[src/rtl/cfgmux_pkg.sv]
package cfgmux_pkg;

    localparam int unsigned BYTE_W = 8;
    localparam int unsigned NIB_W  = 4;
    localparam int unsigned CFG_W  = NIB_W + 1;
    localparam int unsigned ADDR_W = BYTE_W - 1;
    localparam int unsigned CNT_W  = $clog2(BYTE_W + 1);

    typedef logic [CFG_W-1:0]  cfg_t;
    typedef logic [NIB_W-1:0]  nib_t;
    typedef logic [BYTE_W-1:0] byte_t;

    typedef enum logic [2:0] {
        PH_IDLE,
        PH_ADDR,
        PH_ADDR_ACK,
        PH_WR_DATA,
        PH_WR_ACK,
        PH_RD_DATA,
        PH_RD_ACK,
        PH_SKIP
    } phase_e;

    typedef enum logic [1:0] {
        OM_BLANK,
        OM_EXT_HELD,
        OM_REG,
        OM_EXT_REG
    } omode_e;

    typedef struct packed {
        logic scl_rise;
        logic scl_fall;
        logic start;
        logic stop;
        logic sda;
    } bus_ev_t;

    function automatic omode_e pick_mode(input logic ovr_n, input logic sel);
        omode_e m;
        case ({ovr_n, sel})
            2'b00:   m = OM_BLANK;
            2'b01:   m = OM_EXT_HELD;
            2'b10:   m = OM_REG;
            default: m = OM_EXT_REG;
        endcase
        return m;
    endfunction

    function automatic logic upper_clear(input byte_t b);
        return b[BYTE_W-1:CFG_W] == '0;
    endfunction

    function automatic byte_t widen(input cfg_t c);
        return {{(BYTE_W-CFG_W){1'b0}}, c};
    endfunction

endpackage

[src/rtl/i2c_line_sync.sv]
module i2c_line_sync
    import cfgmux_pkg::*;
#(
    parameter int unsigned STAGES = 2
) (
    input  logic    clk,
    input  logic    rst,
    input  logic    scl_i,
    input  logic    sda_i,
    output bus_ev_t ev
);

    logic [STAGES-1:0] scl_ff;
    logic [STAGES-1:0] sda_ff;
    logic              scl_d;
    logic              sda_d;

    always_ff @(posedge clk) begin
        if (rst) begin
            scl_ff[0] <= 1'b1;
            sda_ff[0] <= 1'b1;
        end else begin
            scl_ff[0] <= scl_i;
            sda_ff[0] <= sda_i;
        end
    end

    for (genvar g = 1; g < STAGES; g++) begin : g_chain
        always_ff @(posedge clk) begin
            if (rst) begin
                scl_ff[g] <= 1'b1;
                sda_ff[g] <= 1'b1;
            end else begin
                scl_ff[g] <= scl_ff[g-1];
                sda_ff[g] <= sda_ff[g-1];
            end
        end
    end

    always_ff @(posedge clk) begin
        if (rst) begin
            scl_d <= 1'b1;
            sda_d <= 1'b1;
        end else begin
            scl_d <= scl_ff[STAGES-1];
            sda_d <= sda_ff[STAGES-1];
        end
    end

    logic scl_s;
    logic sda_s;
    assign scl_s = scl_ff[STAGES-1];
    assign sda_s = sda_ff[STAGES-1];

    always_comb begin
        ev.sda      = sda_s;
        ev.scl_rise = scl_s & ~scl_d;
        ev.scl_fall = ~scl_s & scl_d;
        ev.start    = scl_s & scl_d & sda_d & ~sda_s;
        ev.stop     = scl_s & scl_d & ~sda_d & sda_s;
    end

endmodule

[src/rtl/i2c_cfg_engine.sv]
module i2c_cfg_engine
    import cfgmux_pkg::*;
#(
    parameter logic [ADDR_W-1:0] DEV_ADDR = 7'h3A
) (
    input  logic    clk,
    input  logic    rst,
    input  bus_ev_t ev,
    input  logic    wp_i,
    input  cfg_t    cfg_q,
    output logic    sda_low,
    output logic    wr_en,
    output cfg_t    wr_data
);

    localparam logic [CNT_W-1:0] LAST = CNT_W'(BYTE_W);

    phase_e           ph_q;
    logic [CNT_W-1:0] cnt_q;
    byte_t            sh_q;
    logic             rw_q;
    logic             drv_q;
    byte_t            tx_w;
    logic             accept;
    logic             byte_done;

    assign tx_w      = widen(cfg_q);
    assign accept    = upper_clear(sh_q) & ~wp_i;
    assign byte_done = (cnt_q == LAST);

    always_ff @(posedge clk) begin
        if (rst) begin
            ph_q  <= PH_IDLE;
            cnt_q <= '0;
            sh_q  <= '0;
            rw_q  <= 1'b0;
            drv_q <= 1'b0;
        end else if (ev.stop) begin
            ph_q  <= PH_IDLE;
            drv_q <= 1'b0;
        end else if (ev.start) begin
            ph_q  <= PH_ADDR;
            cnt_q <= '0;
            drv_q <= 1'b0;
        end else if (ev.scl_rise) begin
            case (ph_q)
                PH_ADDR, PH_WR_DATA: begin
                    sh_q  <= {sh_q[BYTE_W-2:0], ev.sda};
                    cnt_q <= cnt_q + 1'b1;
                end
                PH_RD_DATA: cnt_q <= cnt_q + 1'b1;
                default: ;
            endcase
        end else if (ev.scl_fall) begin
            case (ph_q)
                PH_ADDR: begin
                    if (byte_done) begin
                        if (sh_q[BYTE_W-1:1] == DEV_ADDR) begin
                            ph_q  <= PH_ADDR_ACK;
                            drv_q <= 1'b1;
                            rw_q  <= sh_q[0];
                        end else begin
                            ph_q <= PH_SKIP;
                        end
                    end
                end
                PH_ADDR_ACK: begin
                    cnt_q <= '0;
                    if (rw_q) begin
                        ph_q  <= PH_RD_DATA;
                        sh_q  <= tx_w;
                        drv_q <= ~tx_w[BYTE_W-1];
                    end else begin
                        ph_q  <= PH_WR_DATA;
                        drv_q <= 1'b0;
                    end
                end
                PH_WR_DATA: begin
                    if (byte_done) begin
                        ph_q  <= PH_WR_ACK;
                        drv_q <= accept;
                    end
                end
                PH_WR_ACK: begin
                    ph_q  <= PH_SKIP;
                    drv_q <= 1'b0;
                end
                PH_RD_DATA: begin
                    if (byte_done) begin
                        ph_q  <= PH_RD_ACK;
                        drv_q <= 1'b0;
                    end else begin
                        sh_q  <= {sh_q[BYTE_W-2:0], 1'b0};
                        drv_q <= ~sh_q[BYTE_W-2];
                    end
                end
                PH_RD_ACK: ph_q <= PH_SKIP;
                default: ;
            endcase
        end
    end

    assign sda_low = drv_q;
    assign wr_en   = (ph_q == PH_WR_DATA) & ev.scl_fall & byte_done & accept
                   & ~ev.stop & ~ev.start;
    assign wr_data = sh_q[CFG_W-1:0];

endmodule

[src/rtl/out_mux_stage.sv]
module out_mux_stage
    import cfgmux_pkg::*;
(
    input  logic clk,
    input  logic rst,
    input  logic ovr_n_i,
    input  logic sel_i,
    input  nib_t ext_i,
    input  cfg_t cfg_q,
    output nib_t mux_o,
    output logic solo_o
);

    omode_e mode;
    logic   held_q;

    assign mode = pick_mode(ovr_n_i, sel_i);

    // While select is low the holder follows the stand-alone output; from the
    // first cycle select is high it keeps the value of the cycle before.
    always_ff @(posedge clk) begin
        if (rst)         held_q <= 1'b0;
        else if (!sel_i) held_q <= solo_o;
    end

    for (genvar b = 0; b < NIB_W; b++) begin : g_bit
        always_comb begin
            case (mode)
                OM_BLANK:             mux_o[b] = 1'b0;
                OM_REG:               mux_o[b] = cfg_q[b];
                default:              mux_o[b] = ext_i[b];
            endcase
        end
    end

    always_comb begin
        case (mode)
            OM_BLANK:    solo_o = 1'b0;
            OM_EXT_HELD: solo_o = held_q;
            default:     solo_o = cfg_q[NIB_W];
        endcase
    end

endmodule

[src/rtl/cfgmux_i2c.sv]
module cfgmux_i2c
    import cfgmux_pkg::*;
#(
    parameter logic [ADDR_W-1:0] DEV_ADDR    = 7'h3A,
    parameter int unsigned       SYNC_STAGES = 2
) (
    input  logic             clk,
    input  logic             rst,
    input  logic             scl_i,
    input  logic             sda_i,
    output logic             sda_low_o,
    input  logic             wp_i,
    input  logic             ovr_n_i,
    input  logic             sel_i,
    input  logic [NIB_W-1:0] ext_i,
    output logic [NIB_W-1:0] mux_o,
    output logic             solo_o
);

    bus_ev_t ev;
    cfg_t    cfg_q;
    logic    wr_en;
    cfg_t    wr_data;

    i2c_line_sync #(.STAGES(SYNC_STAGES)) u_sync (
        .clk   (clk),
        .rst   (rst),
        .scl_i (scl_i),
        .sda_i (sda_i),
        .ev    (ev)
    );

    i2c_cfg_engine #(.DEV_ADDR(DEV_ADDR)) u_eng (
        .clk     (clk),
        .rst     (rst),
        .ev      (ev),
        .wp_i    (wp_i),
        .cfg_q   (cfg_q),
        .sda_low (sda_low_o),
        .wr_en   (wr_en),
        .wr_data (wr_data)
    );

    always_ff @(posedge clk) begin
        if (rst)        cfg_q <= '0;
        else if (wr_en) cfg_q <= wr_data;
    end

    out_mux_stage u_out (
        .clk     (clk),
        .rst     (rst),
        .ovr_n_i (ovr_n_i),
        .sel_i   (sel_i),
        .ext_i   (ext_i),
        .cfg_q   (cfg_q),
        .mux_o   (mux_o),
        .solo_o  (solo_o)
    );

endmodule

[config.mk]
export PLATFORM = sky130hd
export DESIGN_NAME = cfgmux_i2c
export DESIGN_NICKNAME = d
export VERILOG_FILES = /design/src/rtl/cfgmux_pkg.sv /design/src/rtl/i2c_line_sync.sv /design/src/rtl/i2c_cfg_engine.sv /design/src/rtl/out_mux_stage.sv /design/src/rtl/cfgmux_i2c.sv
export SDC_FILE = /design/constraint.sdc
export NUM_CORES = 1
export LEC_CHECK = 0
export ABC_AREA = 0
export BUFFER_PORTS_ARGS = -buffer_cell sky130_fd_sc_hd__buf_2
export CAP_MARGIN = 20
export CORE_MARGIN = 2
export CORE_UTILIZATION = 45
export DETAILED_ROUTE_END_ITERATION = 10
export GPL_TIMING_DRIVEN = 0
export PLACE_DENSITY = 0.64
export SLEW_MARGIN = 5
export SYNTH_ARGS = -nofsm -noshare
export SYNTH_HDL_FRONTEND = slang
export SYNTH_HIERARCHICAL = 1
export SYNTH_SLANG_ARGS = --single-unit
[constraint.sdc]
create_clock -name clk -period 2.1 [get_ports clk]
set_clock_uncertainty 0.1 [all_clocks]
set_input_delay 0.21 -clock clk [delete_from_list [all_inputs] [get_ports clk]]
set_output_delay 0.21 -clock clk [all_outputs]
set_load 0.03 [all_outputs]
# Word-level counts from Yosys, hierarchy flattened
# Cells that the tools add are included.
# word_totals
register_bits	29
in_bits	11
out_inout_bits	6
# classes
n_addsub	1
eq_ne	24
mux	32
bitwise	22
n_reduce_logical	22
# op_table
op	count
2-to-1 mux 8 bit	5
2-to-1 mux 4 bit	5
AND reduction 6 bit	3
one-hot mux 8 bit (2 select lines)	1
2-to-1 mux 3 bit	5
one-hot mux 3 bit (5 select lines)	1
AND reduction 7 bit	2
bitwise AND 1 bit	13
inequality test 2 x 1 -> 1 bit, second input constant	6
one-hot mux 1 bit (2 select lines)	5
nonzero test 5 bit	2
== test 3 bit, second input constant	3
inequality test 3 x 1 -> 1 bit, second input constant	3
NOT 1 bit	9
nonzero test 3 bit	3
2-to-1 mux 1 bit	8
== test 7 x 6 -> 1 bit, second input constant	1
== test 3 x 2 -> 1 bit, second input constant	2
inequality test 3 x 2 -> 1 bit, second input constant	2
one-hot mux 2 bit (3 select lines)	1
nonzero test 6 bit	1
OR reduction 2 bit	3
OR reduction 3 bit	2
one-hot mux 1 bit (5 select lines)	1
10 further kinds	14

# Longest topological paths before layout
# Gate-level depths: netlist (run 1).
# depth
word_depth	7
depth_mapped	9
ltp_nobuf	7

# By module
# Netlist (run 1), hierarchy kept.
# modules_own_cells
mod	instances	cells_per_inst	area_each_um2	seq_area_each_um2
i2c_cfg_engine	1	149	1216.2	340.3
i2c_line_sync	1	17	197.7	120.1
cfgmux_i2c	1	16	180.2	100.1
out_mux_stage	1	11	88.8	20.0

# Worst setup path before layout (run 1)
# No wires, ideal clock.
# synth_path
path_kind	flip-flop to flip-flop
startpoint	register u_eng.cnt_q[0]
endpoint	register u_eng.sh_q[4]
setup_time_ps	121
t_arrival_ps	1733
required_time_ps	1879
slack_ps	146
stages_incl_launch_ff	8
n_path_buf	1
period_less_slack_ps	1954
cell_sequence	dfxtp_1 inv_1 ha_1 and3b_1 buf_2 o21ai_0 a32o_1 mux2_2
# synth_between
elab_chain_cells	3
# synth_rtl
element	line_no	rtl
start, declared	i2c_cfg_engine.sv:19	logic [CNT_W-1:0] cnt_q;
start signal, assigned	i2c_cfg_engine.sv:49	cnt_q <= cnt_q + 1'b1;
start signal, assigned	i2c_cfg_engine.sv:51	PH_RD_DATA: cnt_q <= cnt_q + 1'b1;
== test 4 bit	i2c_cfg_engine.sv:29	assign byte_done = (cnt_q == LAST);
inequality test 3 bit (no source line)	n/a	
AND reduction 7 bit (no source line)	n/a	
end signal, assigned	i2c_cfg_engine.sv:48	sh_q <= {sh_q[BYTE_W-2:0], ev.sda};
end signal, assigned	i2c_cfg_engine.sv:71	sh_q <= tx_w;
end signal, assigned	i2c_cfg_engine.sv:93	sh_q <= {sh_q[BYTE_W-2:0], 1'b0};
end, declared	i2c_cfg_engine.sv:20	byte_t sh_q;
# Every way passes these cells.
# A chain may end at the register's enable or synchronous reset.

# Worst setup path after layout (run 1)
# layout_path
startpoint	register u_eng.cnt_q[1]
endpoint	register u_eng.sh_q[4]
# Same word-level chain as after synthesis.

==> results of run 1 <==
metrics by stage:
stage / total power [mW] / instances
finish: 1.10 / 269
floorplan: 0.627 / 193
detailed placement: 0.657 / 257
global placement: 0.655 / 257
CTS: 1.11 / 266
global route: 1.14 / 269
registers in the layout, summed over array words and instances (netlist names):
signal	cells
u_eng/sh_q	8
u_sync/scl_s	1
cfg_q	5
u_sync/scl_d	1
u_eng/cnt_q	4
u_eng/sda_low	1
u_sync/scl_ff	1
u_out/held_q	1
u_sync/sda_ff	1
u_sync/sda_s	1
u_sync/sda_d	1
u_eng/rw_q	1
u_eng/ph_q	3
cell families after synthesis:
logic type,after synthesis,synth area share [%]
buffers and inverters,21,6.69
DFF,29,34.5
AOI/OAI and AO/OA,43,17.0
adders and majority gates,2,1.49
and+or+nand+nor,82,30.4
muxes,16,9.96
layer usage:
layer | share of wire [%] | track usage (%) | wire length, µm
met3 | 4.7 | 4.62 | 177
met2 | 47 | 32.3 | 1760
met1 | 47 | 25.2 | 1750
met4 | 1.7 | 8.59 | 64
met5 | 0 | 0 | 0
placed cells by master (no fill, tap or decap), drive strengths merged, types with 2 or more instances in the layout:
cell    count
dfxtp      29
nor2       13
buf        29
and4b       2
clkinv      2
or2         8
and3b       3
a221oi      2
a21oi      11
nor3        4
mux2        6
o31ai       2
clkbuf     12
a311oi      3
mux2i      10
inv         5
nor2b      10
a22o        4
or3         2
nand2      10
nand2b      9
ha          2
nand3       3
o21ai      11
a211oi      2
nand3b      8
power groups by stage:
stage | logic (mW) | clock network [mW] | registers [mW]
after floorplan | 0.0555 | 0 | 0.571
after global placement | 0.0832 | 0 | 0.572
after detailed placement | 0.0847 | 0 | 0.572
after CTS | 0.0862 | 0.462 | 0.560
after global routing | 0.0979 | 0.484 | 0.561
final | 0.0893 | 0.451 | 0.560
layout make-up:
cell class / instances / share of cell area [%]
clock buffer: 6 / 3.71
sequential: 29 / 29.7
clock inverter: 2 / 0.511
timing repair buffer: 20 / 5.75
multi-input combinational: 143 / 51.4
inverter: 5 / 0.958
buffer: 16 / 4.86
tap: 48 / 3.07
worst max path at each step:
stage	from	to	slack, ns	depth (start not counted)
after floorplan	u_eng/cnt_q[0]$_SDFFE_PP0P_	u_eng/sh_q[4]$_SDFFE_PP0P_	0.15	7
final	u_eng/cnt_q[1]$_SDFFE_PP0P_	u_eng/sh_q[4]$_SDFFE_PP0P_	0.09	7
after global routing	u_eng/cnt_q[1]$_SDFFE_PP0P_	u_eng/sh_q[4]$_SDFFE_PP0P_	-0.009	7
after detailed placement	u_eng/cnt_q[0]$_SDFFE_PP0P_	u_eng/sh_q[4]$_SDFFE_PP0P_	-0.08	7
after CTS	u_sync/scl_s$_SDFF_PP1_	u_eng/sh_q[2]$_SDFFE_PP0P_	-0.04	5
after global placement	u_eng/cnt_q[0]$_SDFFE_PP0P_	u_eng/sh_q[4]$_SDFFE_PP0P_	-0.03	7
repair_timing:
action                                  in CTS  in global routing
hold buffers                                 1                  0
hold endpoints to repair                     1                  0
pin swaps                                    1                  3
resized for setup                            2                  7
buffers inserted                             0                  3
endpoints found under the setup margin       5                 13
worst max-delay path, cell delays in order (launching register included):
cell and delay [ns]:
dfxtp_1 0.41, inv_1 0.06, ha_1 0.19, and3b_1 0.17, buf_2 0.16, o21ai_1 0.21, a32o_2 0.26, mux2_2 0.34
==> flow_summary_export.csv, run 1 <==
group,metric,value,unit
final_layout,seqCellArea,582,µm²
logic_synthesis,synth_common_cells,"dfxtp_1, nor2_1, a21oi_1",
power_and_ir_drop,ir_drop,0.432,mV
floorplanning,fp-row-count,22,
floorplanning,ioPinCount,17,
final_layout,syn_to_final_growth,16.4,%
cts,clk_latency,0.28,ns
placed_design,post-place-ws,-0.0835,ns
power_and_ir_drop,combinationalPowerShare,8.1,%
power_and_ir_drop,powerDensity,562,nW/µm²
timing,finalMaxSlewViolations,0,
timing,fmax,498,MHz
logic_synthesis,syn_area,1680,µm²
power_and_ir_drop,p_int,822,µW
timing,fin_crit_sh,95.7,%
setup_path,rr_endpoint,"u_eng/sh_q[4]$_SDFFE_PP0P_",
logic_synthesis,synth.distinct_cells,49,
global_route,grt_use_total,19.9,%
cts,path_clk_slew,0.06,ns
route,vias,1514,
final_layout,drive_gt1_share,24.0,%
power_and_ir_drop,switching_share,25.3,%
timing,fin_hold_ws,0.00382,ns
logic_synthesis,synth_nets,206,
setup_path,crit_path_end_kind,"flop",
route,drtIter0Drc,122,
final_layout,n_fill_cell,355,
placed_design,dpl_cell_area,1820,µm²
placed_design,dp_hpwl,2710,µm
timing,setup_ws,0.0900,ns
placed_design,portBuffers,16,
floorplanning,die_x,65.2,µm
logic_synthesis,yosysTopAreaCell,"dfxtp_1",
cts,cts_buffers,5,
route,dr.pass1.iters,4,
timing,setup_tns,0,ns
cts,htreeDepth,2,
final_layout,stdcell_area,1960,µm²
power_and_ir_drop,leakage,0.722,nW
global_route,grt_pass1_wl,6530,µm
floorplanning,coreArea,3630,µm²
logic_synthesis,synth_seq_cells,29,
global_route,overflow,0,
floorplanning,start_util,46.3,%
route,wl,3750,µm
cts,clockRootBuffer,"clkbuf_8",
placed_design,gp_routability_congestion,0.862,
setup_path,critPathRequiredTime,2.18,ns
logic_synthesis,synthCells,193,
logic_synthesis,ys_seq_area_share,34.5,%
logic_synthesis,synth.most_common_cell,"dfxtp_1",
timing,final_hold_viol_count,0,
route,drtAntennaViolNets,0,
global_route,grt_pass1_vias,1415,
logic_synthesis,ys_top_cells_by_area,"dfxtp_1, mux2i_1, mux2_2",
timing,setup_viol,0,
worst_hold_path,min_to,"u_sync/sda_ff[0]$_SDFF_PP1_",
timing,post-route-min-period,2.01,ns
setup_path,r2r_slack,0.09,ns
floorplanning,die_y,65.2,µm
final_layout,nets,233,
final_layout,fin_util,53.9,%
timing,tightest_slew,0.435,ns
status,outcome,"finished clean",
cts,cts.sinks,29,
route,remaining_drc_errors,0,
setup_path,cp-start-kind,"flop",
setup_path,critPathMaxFanout,6,
cts,cts_buffer_depth,2,
timing,slew_headroom,71.0,%
power_and_ir_drop,clkPwrFrac,41.0,%
setup_path,rr_worst_depth,7,
logic_synthesis,ys_warn_count,6,
setup_path,timing.rr.start,"u_eng/cnt_q[1]$_SDFFE_PP0P_",
global_route,grt_antenna_before_repair,0,
worst_hold_path,hold_start,"sda_i",
logic_synthesis,async_flop_share,0,%
floorplanning,dieArea,4250,µm²
final_layout,diodes,0,
cts,cts_tree,"done",
logic_synthesis,ys.flop_type,"dfxtp_1",
job,drv_cap,0,
route,routedWlPerCell,13.9,µm
logic_synthesis,synth-edff-count,0,
logic_synthesis,yosysTopAreaCellShare,34.5,%
power_and_ir_drop,power_switching,278,µW
worst_hold_path,holdPathStages,2,
logic_synthesis,avgSynthCellArea,8.72,µm²
setup_path,crit_arrival,2.09,ns
final_layout,multi_input_area,1010,µm²
global_route,grt_start_max_net_pins,18,
worst_hold_path,hold_path_class,"in2reg",
setup_path,crit_type,"reg2reg",
route,viasPerCell,5.63,
power_and_ir_drop,p_seq_share,50.9,%
Power figures use the tool's default switching activity.
==> run 2, diff against run 1 <==
--- a/config.mk
+++ b/config.mk
@@ -12,7 +12,7 @@
 export CORE_UTILIZATION = 45
 export DETAILED_ROUTE_END_ITERATION = 10
 export GPL_TIMING_DRIVEN = 0
-export PLACE_DENSITY = 0.64
+export PLACE_DENSITY = 0.62
 export SLEW_MARGIN = 5
 export SYNTH_ARGS = -nofsm -noshare
 export SYNTH_HDL_FRONTEND = slang
==> constraint.sdc (replaced) <==
create_clock -name clk -period 2.3 [get_ports clk]
set_clock_uncertainty 0.1 [all_clocks]
set_input_delay 0.23 -clock clk [delete_from_list [all_inputs] [get_ports clk]]
set_output_delay 0.23 -clock clk [all_outputs]
set_load 0.03 [all_outputs]
==> flow_summary_export.csv, run 2 (synthesis gave the netlist of run 1 again) <==
group,metric,value,unit
cts,cts_buffers,5,
timing,setup_tns,0,ns
final_layout,layout_commonest_cell,"dfxtp_1",
power_and_ir_drop,leakage,0.695,nW
timing,slew_headroom,69.6,%
cts,cts.sinks,29,
setup_path,critPathRequiredTime,2.37,ns
final_layout,largest_reg_flops,8,
floorplanning,fp-row-count,22,
placed_design,gp_routability_congestion,0.863,
power_and_ir_drop,p_seq_share,51.4,%
timing,tightest_slew,0.457,ns
power_and_ir_drop,finalPower,994,µW
final_layout,drive_gt1_share,20.3,%
floorplanning,dieArea,4250,µm²
setup_path,crit_slowest_cell,"dfxtp_1",
final_layout,top_regs,"u_eng/sh_q: 8 flops, cfg_q: 5 flops, u_eng/cnt_q: 4 flops",
global_route,grt_start_max_net_pins,18,
final_layout,finalNonFillerCells,265,
route,routedWlPerCell,14.4,µm
cts,postCtsSetupBuffers,0,
job,drv_cap,0,
route,drtAntennaViolNets,0,
floorplanning,start_util,46.3,%
cts,cts_tree,"done",
cts,clk_latency,0.28,ns
cts,cts_buffer_depth,2,
setup_path,slowest_delay,0.40,ns
timing,finalMaxSlewViolations,0,
setup_path,critPathMaxFanout,6,
placed_design,numPlacedInstances,257,
setup_path,cp-start-kind,"flop",
final_layout,nets,229,
route,wl,3810,µm
power_and_ir_drop,ir_drop,0.327,mV
global_route,grt_antenna_before_repair,0,
timing,fin_hold_ws,0.0339,ns
worst_hold_path,hold_path_class,"in2reg",
timing,final_hold_viol_count,0,
global_route,overflow,0,
cts,path_clk_slew,0.07,ns
placed_design,dp_hpwl,2720,µm
final_layout,n_fill_cell,369,
final_layout,regMostFlops,"u_eng/sh_q",
floorplanning,ioPinCount,17,
timing,fmax,471,MHz
timing,post-route-min-period,2.13,ns
setup_path,crit_type,"reg2reg",
cts,clockRootBuffer,"clkbuf_8",
power_and_ir_drop,combinationalPowerShare,7.9,%
floorplanning,die_y,65.2,µm
setup_path,path_delay_family,"compound AO/OA/AOI/OAI gates",
route,remaining_drc_errors,0,
final_layout,multi_input_area,991,µm²
floorplanning,die_x,65.2,µm
route,dr.pass1.iters,4,
setup_path,crit_arrival,2.19,ns
timing,setup_viol,0,
global_route,grt_use_total,20.3,%
power_and_ir_drop,switching_share,24.8,%
final_layout,final_cell_mix,"dfxtp_1, buf_2, nor2_1",
status,outcome,"finished clean",
cts,htreeDepth,2,
final_layout,diodes,0,
global_route,grt_pass1_vias,1492,
final_layout,seqCellArea,581,µm²
setup_path,critPathBufInv,2,
timing,fin_crit_sh,92.4,%
timing,rsz0062_at_grt,"false",
route,vias,1464,
power_and_ir_drop,clkPwrFrac,40.7,%
placed_design,portBuffers,16,
route,drtIter0Drc,176,
power_and_ir_drop,powerDensity,521,nW/µm²
cts,cts_resized,0,
setup_path,crit_chain,"inv_1, ha_1, and3b_1, buf_2, o21ai_0, a32o_2, mux2_2",
power_and_ir_drop,power_switching,246,µW
setup_path,crit_path_end_kind,"flop",
power_and_ir_drop,p_int,748,µW
global_route,grt_pass1_wl,6720,µm
route,viasPerCell,5.52,
cts,ctsHoldBuffers,0,
floorplanning,coreArea,3630,µm²
final_layout,syn_to_final_growth,13.3,%
==> run 2: stage by stage <==
| step | setup WS (ns) | util, % | instance area (µm²) |
|---|---|---|---|
| CTS | 0.0823 | 52.4 | 1910 |
| global placement | 0.161 | 50.2 | 1820 |
| finish | 0.175 | 52.5 | 1910 |
| floorplan | 0.346 | - | 1680 |
| global route | 0.000806 | 52.5 | 1910 |
| detailed placement | 0.0878 | 50.2 | 1820 |
==> run 2: worst register-to-register path, stage by stage, from the launching register on <==
cell and delay [ns]:
dfxtp_1 0.40, inv_1 0.08, ha_1 0.19, and3b_1 0.17, buf_2 0.16, o21ai_0 0.24
a32o_2 0.31, mux2_2 0.36
==> run 2: cell type report <==
type                    instances  area share [%]
inverters                       5           0.984
repair buffers                 16            4.20
flip-flops and latches         29            30.4
plain buffers                  16            4.92
clock buffers                   6            3.81
multi-input cells             143            52.0
well taps                      48            3.15
clock inverters                 2           0.525
==> run 2: final timing paths <==
check,start,slack [ns],cells after the start,to
hold / removal,sda_i,0.03,2,u_sync/sda_ff[0]$_SDFF_PP1_
setup reg to reg,u_eng/cnt_q[0]$_SDFFE_PP0P_,0.17,7,u_eng/sh_q[4]$_SDFFE_PP0P_
setup / recovery,u_eng/cnt_q[0]$_SDFFE_PP0P_,0.17,7,u_eng/sh_q[4]$_SDFFE_PP0P_
hold reg to reg,u_sync/scl_ff[0]$_SDFF_PP1_,0.30,1,u_sync/scl_s$_SDFF_PP1_
==> run 2: metal layers <==
metal | share of wire [%] | global-route usage, %
met1 | 48 | 25.3
met2 | 48 | 35.2
met3 | 3.0 | 4.11
met4 | 1.2 | 6.77
met5 | 0 | 0
==> run 2: power by group through the flow <==
stage          Combinational (mW)  Clock [mW]  Sequential, mW
2_1_floorplan              0.0507           0           0.521
3_3_place_gp               0.0762           0           0.522
3_5_place_dp               0.0776           0           0.523
4_1_cts                    0.0785       0.417           0.511
5_1_grt                    0.0867       0.438           0.512
6_report                   0.0781       0.405           0.511
